===== src/rtl/nibble_ecc_pkg.sv =====
package nibble_ecc_pkg;

  localparam int NIB_W  = 4;
  localparam int BYTE_W = 2 * NIB_W;

  typedef enum logic [1:0] {
    SEQ_IDLE = 2'd0,
    SEQ_LO   = 2'd1,
    SEQ_HI   = 2'd2
  } seq_state_e;

endpackage


===== src/rtl/nibble_ecc_enc.sv =====
module nibble_ecc_enc
  import nibble_ecc_pkg::*;
(
  input  logic [NIB_W-1:0]  nib,
  output logic [BYTE_W-1:0] code
);

  logic [NIB_W-1:0] par;

  always_comb begin
    par[0] = nib[0] ^ nib[1];
    par[1] = nib[2] ^ nib[3];
    par[2] = nib[0] ^ nib[2];
    par[3] = nib[1] ^ nib[3];
    code   = {par, nib};
  end

endmodule


===== src/rtl/nibble_ecc_seq.sv =====
module nibble_ecc_seq
  import nibble_ecc_pkg::*;
(
  input  logic              clk,
  input  logic              rst_n,
  input  logic              in_valid,
  output logic              in_ready,
  input  logic [BYTE_W-1:0] in_data,
  output logic              out_valid,
  input  logic              out_ready,
  output logic [NIB_W-1:0]  cur_nib,
  output logic              out_fire
);

  seq_state_e        state_q, state_d;
  logic [BYTE_W-1:0] hold_q, hold_d;
  logic              hold_en;
  logic              in_fire;

  always_comb begin
    out_valid = (state_q != SEQ_IDLE);
    out_fire  = out_valid && out_ready;
    in_ready  = (state_q == SEQ_IDLE) || ((state_q == SEQ_HI) && out_ready);
    in_fire   = in_valid && in_ready;
    cur_nib   = (state_q == SEQ_HI) ? hold_q[BYTE_W-1:NIB_W] : hold_q[NIB_W-1:0];
  end

  always_comb begin
    state_d = state_q;
    hold_en = in_fire;
    hold_d  = in_data;
    unique case (state_q)
      SEQ_IDLE: if (in_fire) state_d = SEQ_LO;
      SEQ_LO:   if (out_fire) state_d = SEQ_HI;
      SEQ_HI:   if (out_fire) state_d = in_fire ? SEQ_LO : SEQ_IDLE;
      default:  state_d = SEQ_IDLE;
    endcase
  end

  always_ff @(posedge clk or negedge rst_n) begin
    if (!rst_n) begin
      state_q <= SEQ_IDLE;
    end else begin
      state_q <= state_d;
    end
  end

  always_ff @(posedge clk or negedge rst_n) begin
    if (!rst_n) begin
      hold_q <= '0;
    end else if (hold_en) begin
      hold_q <= hold_d;
    end
  end

endmodule


===== src/rtl/nibble_ecc_addr.sv =====
module nibble_ecc_addr #(
  parameter int AW = 10
) (
  input  logic          clk,
  input  logic          rst_n,
  input  logic          load,
  input  logic [AW-1:0] base,
  input  logic          step,
  output logic [AW-1:0] addr
);

  logic [AW-1:0] cnt_q, cnt_d;
  logic          cnt_en;

  always_comb begin
    cnt_en = load || step;
    cnt_d  = load ? base : cnt_q + {{(AW-1){1'b0}}, 1'b1};
    addr   = cnt_q;
  end

  always_ff @(posedge clk or negedge rst_n) begin
    if (!rst_n) begin
      cnt_q <= '0;
    end else if (cnt_en) begin
      cnt_q <= cnt_d;
    end
  end

endmodule


===== src/rtl/nibble_ecc_stream.sv =====
module nibble_ecc_stream
  import nibble_ecc_pkg::*;
#(
  parameter int AW = 10
) (
  input  logic              clk,
  input  logic              rst_n,
  input  logic              base_load,
  input  logic [AW-1:0]     base_addr,
  input  logic              in_valid,
  output logic              in_ready,
  input  logic [BYTE_W-1:0] in_data,
  output logic              out_valid,
  input  logic              out_ready,
  output logic [BYTE_W-1:0] out_data,
  output logic [AW-1:0]     out_addr
);

  logic [NIB_W-1:0] cur_nib;
  logic             out_fire;

  nibble_ecc_seq i_seq (
    .clk       (clk),
    .rst_n     (rst_n),
    .in_valid  (in_valid),
    .in_ready  (in_ready),
    .in_data   (in_data),
    .out_valid (out_valid),
    .out_ready (out_ready),
    .cur_nib   (cur_nib),
    .out_fire  (out_fire)
  );

  nibble_ecc_enc i_enc (
    .nib  (cur_nib),
    .code (out_data)
  );

  nibble_ecc_addr #(.AW(AW)) i_addr (
    .clk   (clk),
    .rst_n (rst_n),
    .load  (base_load),
    .base  (base_addr),
    .step  (out_fire),
    .addr  (out_addr)
  );

endmodule


===== config.mk =====
export PLATFORM = sky130hd
export DESIGN_NAME = nibble_ecc_stream
export DESIGN_NICKNAME = d
export VERILOG_FILES = /design/src/rtl/nibble_ecc_pkg.sv /design/src/rtl/nibble_ecc_enc.sv /design/src/rtl/nibble_ecc_seq.sv /design/src/rtl/nibble_ecc_addr.sv /design/src/rtl/nibble_ecc_stream.sv
export SDC_FILE = /design/constraint.sdc
export NUM_CORES = 1
export LEC_CHECK = 0
export BUFFER_PORTS_ARGS = -buffer_cell sky130_fd_sc_hd__buf_2
export CAP_MARGIN = 5
export CORE_AREA = 2 2 49 51
export CTS_BUF_LIST = sky130_fd_sc_hd__clkbuf_4 sky130_fd_sc_hd__clkbuf_8
export CTS_CLUSTER_SIZE = 20
export DETAILED_ROUTE_END_ITERATION = 10
export DIE_AREA = 0 0 51 53
export PLACE_DENSITY = 0.83
export SYNTH_ARGS = -nofsm -noshare
export SYNTH_HDL_FRONTEND = slang
export SYNTH_HIERARCHICAL = 1
export SYNTH_SLANG_ARGS = --single-unit

===== constraint.sdc =====
create_clock -name clk -period 3.3 [get_ports clk]
set_input_delay 0.66 -clock clk [delete_from_list [all_inputs] [get_ports clk]]
set_output_delay 0.66 -clock clk [all_outputs]
set_load 0.02 [all_outputs]

Word level (Yosys, flattened, before mapping). Index checks and enable logic that the tools add are counted.

$lt $le $gt $ge: 0. Divide/modulo/power cells: 0. Mux-type cells: 7. Shift-type cells: 0. Add/subtract/negate cells: 1. Reductions and logical operators: 8. Eq/ne operators: 5. Bitwise gates (word level): 4. Multipliers: 0.

Operators with widths (count): adder 10 x 1 -> 10 bit, second input constant (1); 2-to-1 mux 10 bit (1); 2-to-1 mux 2 bit (3); inequality test 2 x 1 -> 1 bit, second input constant (3); one-hot mux 2 bit (3 select lines) (1); 2-to-1 mux 4 bit (1); XOR 1 bit (4); logical AND 1 bit (3); AND reduction 3 bit (1); equality test 2 x 1 -> 1 bit, second input constant (1); equality test 2 bit, second input constant (1); zero test 2 bit (1); logical OR 1 bit (2); nonzero test 2 bit (1); 2-to-1 mux 1 bit (1).

Latch bits: 0. RAM bits: 0. Memories: 0. Word-level logic and storage cells: 28. Register bits: 20. Output and inout bits: 20. Input port bits: 23. Memory bits (read-only): 0.

Longest topological paths before layout. Gate-level depths: netlist (run 1).

Word-level depth: 7. Depth in mapped cells: 6.

Hierarchy. The synthesis (run 1) kept the hierarchy.

By module, submodules not included: nibble_ecc_addr (times used 1, area each 566.8 um^2, cells an instance 61, sequential area each 250.2 um^2); nibble_ecc_seq (times used 1, area each 466.7 um^2, cells an instance 34, sequential area each 250.2 um^2); nibble_ecc_enc (times used 1, area each 65.1 um^2, cells an instance 8, sequential area each 0.0 um^2).

Worst setup path before layout (run 1). No wires, ideal clock.

Path kind: register to output. Start point: register i_seq.state_q[0]. End point: output out_data[4]. Stages on the path, launching flop included: 4. Slack: 1.168 ns. Data required time: 2.640 ns. Arrival time: 1.472 ns. Buffers on the path: 0. Cell sequence: dfrtp_1 > nor2b_1 > mux2_2 > xor2_1.

Longest elaborated chain between the ends: 3.

Ends and longest elaborated chain: from (decl) (line nibble_ecc_seq.sv:15) `seq_state_e state_q, state_d;`; from (signal assigned) (line nibble_ecc_seq.sv:44) `state_q <= state_d;`; equality test 2 bit (line nibble_ecc_seq.sv:25) `cur_nib = (state_q == SEQ_HI) ? hold_q[BYTE_W-1:NIB_W] : hold_q[NIB_W-1:0];`; 2-to-1 mux 4 bit (line nibble_ecc_seq.sv:25); via cur_nib[1] (line nibble_ecc_stream.sv:19) `logic [NIB_W-1:0] cur_nib;`; XOR 1 bit (line nibble_ecc_enc.sv:11) `par[0] = nib[0] ^ nib[1];`; to (decl) (line nibble_ecc_stream.sv:15) `output logic [BYTE_W-1:0] out_data,`.

The timed path passes the listed nets, and every way through them passes these cells.

Worst setup path after layout (run 1).
Start point: register i_seq.state_q[0]. End point: output out_data[6].

Longest elaborated chain between the ends: 3.

Ends and longest elaborated chain: equality test 2 bit (line nibble_ecc_seq.sv:25); 2-to-1 mux 4 bit (line nibble_ecc_seq.sv:25); XOR 1 bit (line nibble_ecc_enc.sv:13) `par[2] = nib[0] ^ nib[2];`.

No other way between the ends.

==> results of run 1 <==
-- power groups by stage --
stage	Clock, uW	Combinational (uW)	Sequential (uW)
6_report	200	572	387
5_1_grt	218	607	396
4_1_cts	206	574	387
3_5_place_dp	0	574	392
3_3_place_gp	0	548	387
2_1_floorplan	0	428	394
-- state kept, by name, indices dropped and copies added, names as in the netlist --
signal and flops:
i_addr/addr 10, i_seq/hold_q 8, i_seq/state_q 2
-- routing by layer --
| layer | wire length (um) | track usage (%) |
|---|---|---|
| met1 | 920 | 18.71 |
| met2 | 1214 | 35.50 |
| met3 | 151 | 4.520 |
| met4 | 0 | 4.054 |
| met5 | 0 | 0 |
-- synthesized netlist by cell type --
cell type	n	area, um^2
dfrtp_1	20	500.5
nand2_1	13	48.80
mux2_2	12	135.1
o21ai_0	8	40.04
xor2_1	7	61.31
nand3_1	6	30.03
nor2_1	5	18.77
buf_4	4	30.03
nand4_1	3	18.77
o211ai_1	3	22.52
or4_1	3	22.52
clkbuf_1	2	7.510
nor2b_1	2	12.51
a221o_1	1	10.01
a22oi_1	1	7.510
and2_2	1	7.510
buf_2	1	5.000
ha_1	1	12.51
inv_1	1	3.750
mux2i_1	1	10.01
nand4_4	1	21.27
nor2b_4	1	13.76
nor3_1	1	5.000
nor3b_4	1	18.77
o311a_1	1	10.01
or2_2	1	6.260
or4b_1	1	10.01
xnor2_1	1	8.760
-- area by class of cell --
class | count | area share [%]
clock inverter | 1 | 2.218
clock buffer | 3 | 1.664
timing repair buffer | 42 | 15.53
sequential | 20 | 36.97
tap | 28 | 2.588
multi-input combinational | 75 | 40.76
inverter | 1 | 0.2773
-- critical path: cells and delay by family (launching register included) --
family	cells	cell delay (ns)
buffers and inverters	1	0.19
AND/OR/NAND/NOR	1	0.33
XOR/XNOR	1	0.18
flip-flops	1	0.48
multiplexers	1	0.43
-- worst max path at each step --
stage | to
after global routing | out_data[6]
after floorplan | out_data[4]
after CTS | out_data[6]
after global placement | out_data[6]
final | out_data[6]
after detailed placement | out_data[6]
-- cells by family after synthesis --
| kind of cell | Yosys count | synth area share [%] |
|---|---|---|
| simple gates | 39 | 21.30 |
| flops | 20 | 45.56 |
| compound gates | 14 | 8.201 |
| mux | 13 | 13.21 |
| xor+xnor | 8 | 6.378 |
| buf+inv | 8 | 4.214 |
| fa+ha+maj | 1 | 1.139 |
-- through the flow --
step | cell area, um^2 | worst slack (ns)
after global placement | 1301 | 1.184
after detailed placement | 1301 | 1.088
after floorplan | 1099 | 1.168
after global routing | 1354 | 0.6115
after CTS | 1354 | 0.7146
final | 1354 | 0.7362
==> flow_summary_export.csv, run 1 <==
group,metric,value,unit
global_routing,first_global_vias,853,
setup_path,slowest_cp_cell,"dfrtp_1",
min_path,holdCritPathClass,"primary input to async pin",
setup_path,path_class,"register to output pin",
clocking,clock-root-buffer,"clkbuf_4",
yosys,post_synth_inst_count,103,
routing,detail_route.iter0.violations,19,
timing,finalMaxSlewViolations,0,
place,buffer_ports.inserted,42,
finish,area.growth.synth_to_final,23.23,%
timing,hold-worst-slack,0.2856,ns
clocking,ctsLongestPathBuffers,2,
clocking,postCtsSetupBuffers,0,
timing,grt_setup_unrepaired,"no",
routing,detail_route.drc_violations,0,
clocking,h-tree-depth,1,
place,dp_cells,166,
clocking,cts_tree,"built",
yosys,synth_seq_area_share,45.56,%
clocking,number_of_clock_buffers_inserted_by_tritoncts,3,
timing,final-hold-violation-count,0,
finish,leading_cell_type_in_the_layout_fill_and_taps_excluded,"buf_2",
setup_path,crit_path_dat,1.90,ns
setup_path,crit_path_max_incr_delay,0.48,ns
timing,maxClockFrequency,0.3900,GHz
setup_path,crit_path_max_fanout,7,
floorplanning,io-pin-count,43,
clocking,numClockSinks,20,
routing,antenna_violating_nets_post_route,0,
clocking,source_to_sink_clock_delay_at_the_later_pin_of_the_worst_skew_pair,0.30,ns
timing,fin_worst_skew,0.003211,ns
clocking,ctsHoldBuffers,0,
floorplanning,core.rowCount,17,
yosys,synthesis.nets,127,
power_and_ir_drop,seq_power_share,33.4,%
yosys,post_synth.cell_area_avg,10.67,um^2
timing,tightest_slew,0.4447,ns
power_and_ir_drop,power.switching,481.5,uW
finish,mostFrequentLayoutCells,"buf_2 (42), dfrtp_1 (20), nand2_1 (13), mux2_2 (12), o21ai_0 (8)",
finish,layout.area.seq,500.5,um^2
power_and_ir_drop,power,1159,uW
floorplanning,die_h,53,um
finish,post_route_cells_drive_above_1_share,44.37,%
power_and_ir_drop,swShare,41.56,%
yosys,synth_warnings,6,
clocking,cts_clock_pin_slew_for_the_worst_setup_and_hold_paths,0.12,ns
setup_path,timing.rr.start,"i_seq/state_q[0]$_DFFE_PN0P_",
setup_path,cells_along_the_critical_path,"nor2b_1, mux2_2, xor2_1, buf_2",
place,gp_congestion,0.7915,
floorplanning,die_w,51,um
setup_path,cp-start-kind,"register",
setup_path,reg2reg_to,"i_addr/addr[8]$_DFFE_PN0P_",
yosys,synth.lib_cells_used.distinct,28,
global_routing,grt.total_usage,17.91,%
power_and_ir_drop,power.ir.vdd_worst,0.0005529,V
finish,layout.cells.non_filler,170,
setup_path,worst_case_register_to_register_setup_slack,1.55,ns
power_and_ir_drop,clock_power_share,17.3,%
routing,drt_pass1_iterations,6,
clocking,number_of_gates_given_a_new_drive_strength_after_cts,0,
finish,num_antenna_cells,0,
power_and_ir_drop,leakage_power_summed_over_all_cells,0.0006233,uW
finish,final_util,63.02,%
timing,final_min_period_over_clock_period,77.69,%
power_and_ir_drop,pwr-share-comb,49.4,%
flow_run,max_cap_violations,0,
setup_path,timing.critical_path.to_type,"output pin",
routing,vias_per_cell,5.524,
timing,report.final.setup_viol,0,
floorplanning,floorplan.die_area,0.002703,mm^2
global_routing,grt_max_degree,23,
finish,multi_input_area,551.8,um^2
routing,routed_wire_length_per_instance,13.45,um
power_and_ir_drop,internal_power,677.1,uW
yosys,synth_area,0.001099,mm^2
finish,count_of_filler_cells_inserted_in_the_layout,188,
timing,final.min_clock_period,2.564,ns
place,final_hpwl_from_detailed_placement,1790,um
floorplanning,initial_core_util,51.14,%
floorplanning,core_area,0.002148,mm^2
yosys,ys_ff_latch,20,
timing,setup_tns,0,ns
global_routing,grt_overflow_total,0,
status,result_of_the_run,"finished, final reports clean",
finish,design.final.nets,167,
routing,routed_wirelength,2287,um
global_routing,antenna_found_initial,0,
routing,via_count,939,
timing,timing.slew.headroom,70.35,%
setup_path,crit_path_start,"i_seq/state_q[0]$_DFFE_PN0P_",
global_routing,grt_pass1_wl,3622,um
setup_path,timing.reg2reg.worst_path_depth,5,
power_and_ir_drop,pwr_density_cell,855.9,mW/mm^2
setup_path,cp.required,2.64,ns
Note: power is estimated with default switching activity, not from simulation.
==> run 2, diff against run 1 <==
CORE_AREA = 2 2 53 55   (was 2 2 49 51)
DIE_AREA = 0 0 55 57   (was 0 0 51 53)
PLACE_DENSITY = 0.75   (was 0.83)
clock period = 2.35 ns   (was 3.3 ns; I/O delays follow)
==> run 2 against run 1 <==
  * Final area down 0.37%
  * Register-to-register slack worse by 1.0 ns
  * Clock skew is 0.0015 ns higher
  * Routed wire length increased by 1.5%
  * Total power is 33% higher
  * Global-route usage shrank 1.9 points
  * Largest cell class unchanged
==> flow_summary_export.csv, run 2 (synthesis gave the netlist of run 1 again) <==
group,metric,value,unit
status,result_of_the_run,"finished, final reports clean",
finish,leading_cell_type_in_the_layout_fill_and_taps_excluded,"buf_2",
floorplanning,die_w,55,um
global_routing,first_global_vias,917,
setup_path,worst_case_register_to_register_setup_slack,0.52,ns
clocking,cts_tree,"built",
clocking,number_of_clock_buffers_inserted_by_tritoncts,3,
floorplanning,die_h,57,um
timing,postLayoutSetupSlackWorst,0.1357,ns
power_and_ir_drop,power.ir.vdd_worst,0.001155,V
clocking,postCtsSetupBuffers,0,
finish,largest_reg_flops,10,
place,final_hpwl_from_detailed_placement,1809,um
setup_path,path_class,"register to output pin",
flow_run,max_cap_violations,0,
timing,grt_setup_unrepaired,"no",
routing,detail_route.iter0.violations,16,
clocking,h-tree-depth,1,
global_routing,antenna_found_initial,0,
timing,tightest_slew,0.4517,ns
timing,hold-worst-slack,0.1025,ns
timing,fin_worst_skew,0.004728,ns
floorplanning,core_area,0.002615,mm^2
finish,layout.cells.non_filler,173,
finish,post_route_cells_drive_above_1_share,45.07,%
setup_path,cp.required,1.88,ns
routing,routed_wirelength,2321,um
timing,finalMaxSlewViolations,0,
place,gp_congestion,0.7902,
clocking,source_to_sink_clock_delay_at_the_later_pin_of_the_worst_skew_pair,0.29,ns
setup_path,timing.critical_path.to_type,"output pin",
global_routing,grt_overflow_total,0,
routing,via_count,914,
floorplanning,core.rowCount,19,
timing,final_min_period_over_clock_period,94.23,%
routing,detail_route.drc_violations,0,
setup_path,reg2reg_to,"i_addr/addr[8]$_DFFE_PN0P_",
setup_path,crit_end,"out_data[7]",
timing,final.min_clock_period,2.214,ns
finish,design.final.nets,167,
setup_path,cp-start-kind,"register",
timing,maxClockFrequency,0.4516,GHz
floorplanning,initial_core_util,42.01,%
routing,antenna_violating_nets_post_route,0,
finish,area.growth.synth_to_final,22.78,%
setup_path,crit_path_max_fanout,7,
setup_path,timing.reg2reg.worst_path_depth,5,
setup_path,timing.rr.start,"i_seq/state_q[0]$_DFFE_PN0P_",
global_routing,grt_pass1_wl,3767,um
timing,timing.slew.headroom,69.88,%
finish,count_of_filler_cells_inserted_in_the_layout,248,
floorplanning,io-pin-count,43,
clocking,clock-root-buffer,"clkbuf_4",
finish,mostFrequentLayoutCells,"buf_2 (42), dfrtp_1 (20), nand2_1 (13), mux2_2 (12), o21ai_0 (8)",
timing,report.final.setup_viol,0,
global_routing,grt_max_degree,23,
clocking,ctsLongestPathBuffers,2,
place,preCtsSetupSlack,0.3251,ns
timing,setup_tns,0,ns
place,dp_cells,169,
floorplanning,floorplan.die_area,0.003135,mm^2
place,buffer_ports.inserted,42,
routing,routed_wire_length_per_instance,13.42,um
timing,final-hold-violation-count,0,
power_and_ir_drop,pwr_density_cell,1144,mW/mm^2
finish,num_antenna_cells,0,
clocking,cts_clock_pin_slew_for_the_worst_setup_and_hold_paths,0.12,ns
routing,drt_pass1_iterations,4,
routing,vias_per_cell,5.283,
setup_path,crit_path_dat,1.74,ns
setup_path,crit_path_start,"i_seq/state_q[0]$_DFFE_PN0P_",
clocking,numClockSinks,20,
power_and_ir_drop,leakage_power_summed_over_all_cells,0.0006188,uW
global_routing,grt.total_usage,15.97,%
min_path,holdCritPathClass,"primary input to async pin",
==> run 2: cell types whose count changed in the layout (fill, tap and decap cells not counted), sizes merged <==
cell    delta
clkbuf     +1
bufinv     -1
==> run 2: worst min path at each step <==
stage	start	to	cells after the start
floorplan	rst_n	i_addr/addr[0]$_DFFE_PN0P_	0
global placement	rst_n	i_seq/hold_q[5]$_DFFE_PN0P_	1
detailed placement	rst_n	i_seq/hold_q[5]$_DFFE_PN0P_	1
CTS	rst_n	i_seq/hold_q[1]$_DFFE_PN0P_	1
global route	rst_n	i_seq/hold_q[5]$_DFFE_PN0P_	1
finish	rst_n	i_seq/hold_q[5]$_DFFE_PN0P_	1
==> run 2: cell type report <==
type	count	area, um^2	share of cell area (%)
Multi-Input combinational cell	75	559.3	41.47
Sequential cell	20	500.5	37.11
Timing Repair Buffer	42	210.2	15.58
Tap cell	31	38.79	2.876
Clock buffer	4	36.28	2.690
Inverter	1	3.754	0.2783
==> run 2: critical path: stages (launching register included) <==
cell and delay [ns]:
dfrtp_1 0.50, nor2b_4 0.20, mux2_2 0.39, xor2_1 0.18, buf_2 0.19
==> run 2: report_power, final <==
group	internal, uW	leakage (uW)	switching (uW)
registers	449	0.000238	95.5
logic	335	0.000359	466
clock network	94.2	0.0000210	103
==> run 2: timing repair <==
item	in CTS	in global routing
hold buffers	0	0
gates resized for setup	1	1
endpoints found under the setup margin	2	3
==> run 2: layer usage <==
layer	vias to the layer above	part of all wire, %	track usage (%)
met4	0	0	2.091
met2	37	52	28.57
li1	441	-	-
met5	-	0	0
met1	436	42	19.39
met3	0	6.3	3.927
==> run 2: through the flow <==
step | util, % | cell area (um^2) | total power, uW
2_1_floorplan | - | 1099 | 1155
3_3_place_gp | 49.90 | 1305 | 1317
3_5_place_dp | 49.90 | 1305 | 1349
4_1_cts | 51.39 | 1344 | 1552
5_1_grt | 51.58 | 1349 | 1664
6_report | 51.58 | 1349 | 1543
==> run 3, diff against run 2 <==
--- a/config.mk
+++ b/config.mk
@@ -6,12 +6,13 @@
 export NUM_CORES = 1
 export LEC_CHECK = 0
+export ABC_AREA = 1
 export BUFFER_PORTS_ARGS = -buffer_cell sky130_fd_sc_hd__buf_2
 export CAP_MARGIN = 5
-export CORE_AREA = 2 2 53 55
+export CORE_AREA = 2 2 55 57
 export CTS_BUF_LIST = sky130_fd_sc_hd__clkbuf_4 sky130_fd_sc_hd__clkbuf_8
 export CTS_CLUSTER_SIZE = 20
 export DETAILED_ROUTE_END_ITERATION = 10
-export DIE_AREA = 0 0 55 57
-export PLACE_DENSITY = 0.75
+export DIE_AREA = 0 0 57 59
+export PLACE_DENSITY = 0.76
 export SYNTH_ARGS = -nofsm -noshare
 export SYNTH_HDL_FRONTEND = slang
==> constraint.sdc (replaced) <==
create_clock -name clk -period 2.35 [get_ports clk]
set_input_delay 0.3525 -clock clk [delete_from_list [all_inputs] [get_ports clk]]
set_output_delay 0.3525 -clock clk [all_outputs]
set_load 0.02 [all_outputs]
==> run 3 against run 2 <==
  * Area after synthesis is 12% higher
  * Synthesized cell count is 57% higher
  * Critical path depth is 4 higher
  * Critical path type unchanged
  * Via count is 24% higher
  * Routed wire length is 13% higher
  * Clock skew is 0.0038 ns higher
  * Flip-flop and latch count stayed put
  * Combinational power is 15% higher
  * Non-clock buffer count is 1 higher
  * Global-route usage is 0.23 points higher
==> flow_summary_export.csv, run 3 <==
group,metric,value,unit
clocking,clock-root-buffer,"clkbuf_4",
yosys,synth_top_family_by_area,"simple AND/OR/NAND/NOR gates",
power_and_ir_drop,power.ir.vdd_worst,0.001095,V
setup_path,crit_path_max_fanout,16,
place,dp_cells,227,
clocking,cts_tree,"built",
setup_path,path_buf_inv,3,
setup_path,crit_end,"out_data[7]",
finish,layout.cell_area.non_filler,0.001465,mm^2
place,detailed_place.area,0.001419,mm^2
floorplanning,initial_core_util,45.48,%
yosys,postSynth.asyncResetShare,100.0,%
setup_path,timing.reg2reg.worst_path_depth,6,
clocking,cts_clock_pin_slew_for_the_worst_setup_and_hold_paths,0.12,ns
floorplanning,core.rowCount,19,
yosys,yosys.cell_count.top_type,"nand2_1",
global_routing,grt.total_usage,16.19,%
finish,area.growth.synth_to_final,18.88,%
yosys,synthFlopType,"dfrtp_1",
finish,mostFrequentLayoutCells,"nand2_1 (65), buf_2 (42), dfrtp_1 (20), inv_1 (14), nand3_1 (11)",
global_routing,first_global_vias,1014,
min_path,holdCritPathClass,"primary input to register",
power_and_ir_drop,leakage_power_summed_over_all_cells,0.0008048,uW
setup_path,slowest_cp_cell,"dfrtp_1",
setup_path,crit_top_cell,"nand2_1",
timing,final.min_clock_period,1.960,ns
timing,report.final.setup_viol,0,
yosys,yosys.area.top_type,"dfrtp_1",
setup_path,worst_case_register_to_register_setup_slack,0.74,ns
power_and_ir_drop,pwr_density_cell,1163,mW/mm^2
setup_path,cp-start-kind,"register",
clocking,number_of_clock_buffers_inserted_by_tritoncts,3,
place,gp_congestion,0.7411,
clocking,number_of_gates_given_a_new_drive_strength_after_cts,0,
routing,detail_route.iter0.violations,49,
clocking,ctsHoldBuffers,1,
routing,routed_wire_length_per_instance,11.26,um
clocking,numClockSinks,20,
yosys,synthesis.nets,186,
floorplanning,io-pin-count,43,
yosys,share_of_yosys_cell_area_claimed_by_the_top_area_cell_type,40.61,%
timing,final-hold-violation-count,0,
timing,tightest_slew,0.4429,ns
setup_path,cells_along_the_critical_path,"inv_2, nand2_1, nand2_1, nand2_1, inv_1, nand2_1, nand2_1, buf_2",
timing,maxClockFrequency,0.5102,GHz
clocking,ctsLongestPathBuffers,2,
global_routing,grt_overflow_total,0,
finish,largest_reg_flops,10,
timing,grt_setup_unrepaired,"no",
floorplanning,floorplan.die_area,0.003363,mm^2
flow_run,max_cap_violations,0,
setup_path,timing.critical_path.to_type,"output pin",
finish,post_route_cells_drive_above_1_share,28.86,%
routing,antenna_violating_nets_post_route,0,
routing,detail_route.drc_violations,0,
yosys,synth_compound_gate_area_share,6.904,%
setup_path,path_class,"register to output pin",
yosys,yosys.area_share.xor_xnor,2.132,%
yosys,synthAdderAreaFrac,1.015,%
yosys,synth_simple_gate_area_share,39.39,%
finish,multi_input_area,609.3,um^2
finish,num_antenna_cells,0,
finish,design.final.nets,226,
finish,layout.cells.non_filler,232,
setup_path,timing.rr.start,"i_seq/state_q[1]$_DFFE_PN0P_",
routing,vias_per_cell,4.892,
yosys,muxShareOfSynthArea,0,%
yosys,post_synth_inst_count,162,
floorplanning,die_h,59,um
yosys,synth_warnings,6,
place,buffer_ports.inserted,42,
finish,count_of_filler_cells_inserted_in_the_layout,292,
finish,layout.area.seq,500.5,um^2
yosys,edff_count_synth,0,
global_routing,antenna_found_initial,0,
yosys,ys_top_cells_by_count,"nand2_1 (65), dfrtp_1 (20), inv_1 (14)",
place,final_hpwl_from_detailed_placement,1992,um
yosys,synth.area.top_cells,"dfrtp_1 (41%), nand2_1 (20%), nand3_1 (4.5%)",
timing,setup_tns,0,ns
timing,timing.slew.headroom,70.47,%
timing,hold-worst-slack,0.2612,ns
clocking,h-tree-depth,1,
finish,final_util,54.06,%
status,result_of_the_run,"finished, final reports clean",
clocking,source_to_sink_clock_delay_at_the_later_pin_of_the_worst_skew_pair,0.29,ns
setup_path,crit_path_start,"i_seq/state_q[0]$_DFFE_PN0P_",
yosys,synth.lib_cells_used.distinct,23,
clocking,postCtsSetupBuffers,0,
routing,routed_wirelength,2613,um
setup_path,crit_path_max_incr_delay,0.42,ns
timing,finalMaxSlewViolations,0,
floorplanning,core_area,0.002710,mm^2
timing,final_min_period_over_clock_period,83.41,%
timing,fin_worst_skew,0.008482,ns
yosys,synth_seq_area_share,40.61,%
yosys,post_synth.cell_area_avg,7.608,um^2
global_routing,grt_pass1_wl,4243,um
setup_path,crit_family,"buffers and inverters",
setup_path,reg2reg_to,"i_addr/addr[5]$_DFFE_PN0P_",
routing,via_count,1135,
setup_path,timing.critical_path.depth,8,
routing,drt_pass1_iterations,4,
setup_path,crit_path_dat,1.61,ns
yosys,ys_ff_latch,20,
floorplanning,die_w,57,um
setup_path,cp.required,2.00,ns
yosys,synth_area,0.001232,mm^2
finish,leading_cell_type_in_the_layout_fill_and_taps_excluded,"nand2_1",
global_routing,grt_max_degree,21,
run 3: changes by cell type in the layout (fill, tap and decap cells not counted), moves of 6 or more:
cell	change
mux2_2	-12
inv_1	+13
o21ai_0	-6
a22oi_1	+6
nand2_1	+52
run 3: cells by family after synthesis:
group,Yosys count
and+or+nand+nor,101
buffers and inverters,24
DFF,20
AOI/OAI and AO/OA,13
xor gates and xnor gates,3
adders and majority gates,1
run 3: cell type report:
cell class / instances / share of cell area, %
flip-flops and latches: 20 / 34.16
repair buffers: 43 / 15.03
multi-input cells: 118 / 41.59
clock buffers: 4 / 2.477
inverters: 16 / 4.099
well taps: 31 / 2.647
run 3: worst min-delay path by stage:
stage,start,end,slack (ns),depth (start not counted)
after global placement,rst_n,i_addr/addr[2]$_DFFE_PN0P_,0.32,1
after detailed placement,rst_n,i_addr/addr[2]$_DFFE_PN0P_,0.33,1
after floorplan,rst_n,i_addr/addr[0]$_DFFE_PN0P_,0.06,0
after global routing,base_addr[1],i_addr/addr[1]$_DFFE_PN0P_,0.26,3
final,base_addr[1],i_addr/addr[1]$_DFFE_PN0P_,0.26,3
after CTS,base_addr[1],i_addr/addr[1]$_DFFE_PN0P_,0.25,3
run 3: worst register-to-register path, cell delays in order (launching register included):
cell and delay (ns):
dfrtp_1 0.58, nor2_1 0.12, nor2_1 0.30, nand2_2 0.16, inv_1 0.18, nand2_1 0.07
o21ai_1 0.13
run 3: through the flow:
step           power [uW]  worst slack, ns
4_1_cts              1718           0.3837
6_report             1704           0.3898
3_5_place_dp         1518           0.7371
5_1_grt              1855           0.1946
2_1_floorplan        1332           0.9626
3_3_place_gp         1505           0.7475
run 3: report_power, final:
group / switching, uW / leakage [uW] / total (uW) / internal, uW
logic: 618 / 0.000540 / 923 / 305
clock network: 101 / 0.0000210 / 196 / 94.3
registers: 125 / 0.000244 / 586 / 460
run 3: routing by layer:
| layer | wire length, um | up-vias | part of all wire [%] | global-route usage, % |
|---|---|---|---|---|
| met3 | 115 | 2 | 4.4 | 1.965 |
| met1 | 1113 | 512 | 43 | 19.52 |
| met5 | 0 | - | 0 | 0 |
| met4 | 19 | 0 | 0.73 | 5.980 |
| met2 | 1366 | 25 | 52 | 29.72 |
| li1 | - | 596 | - | - |
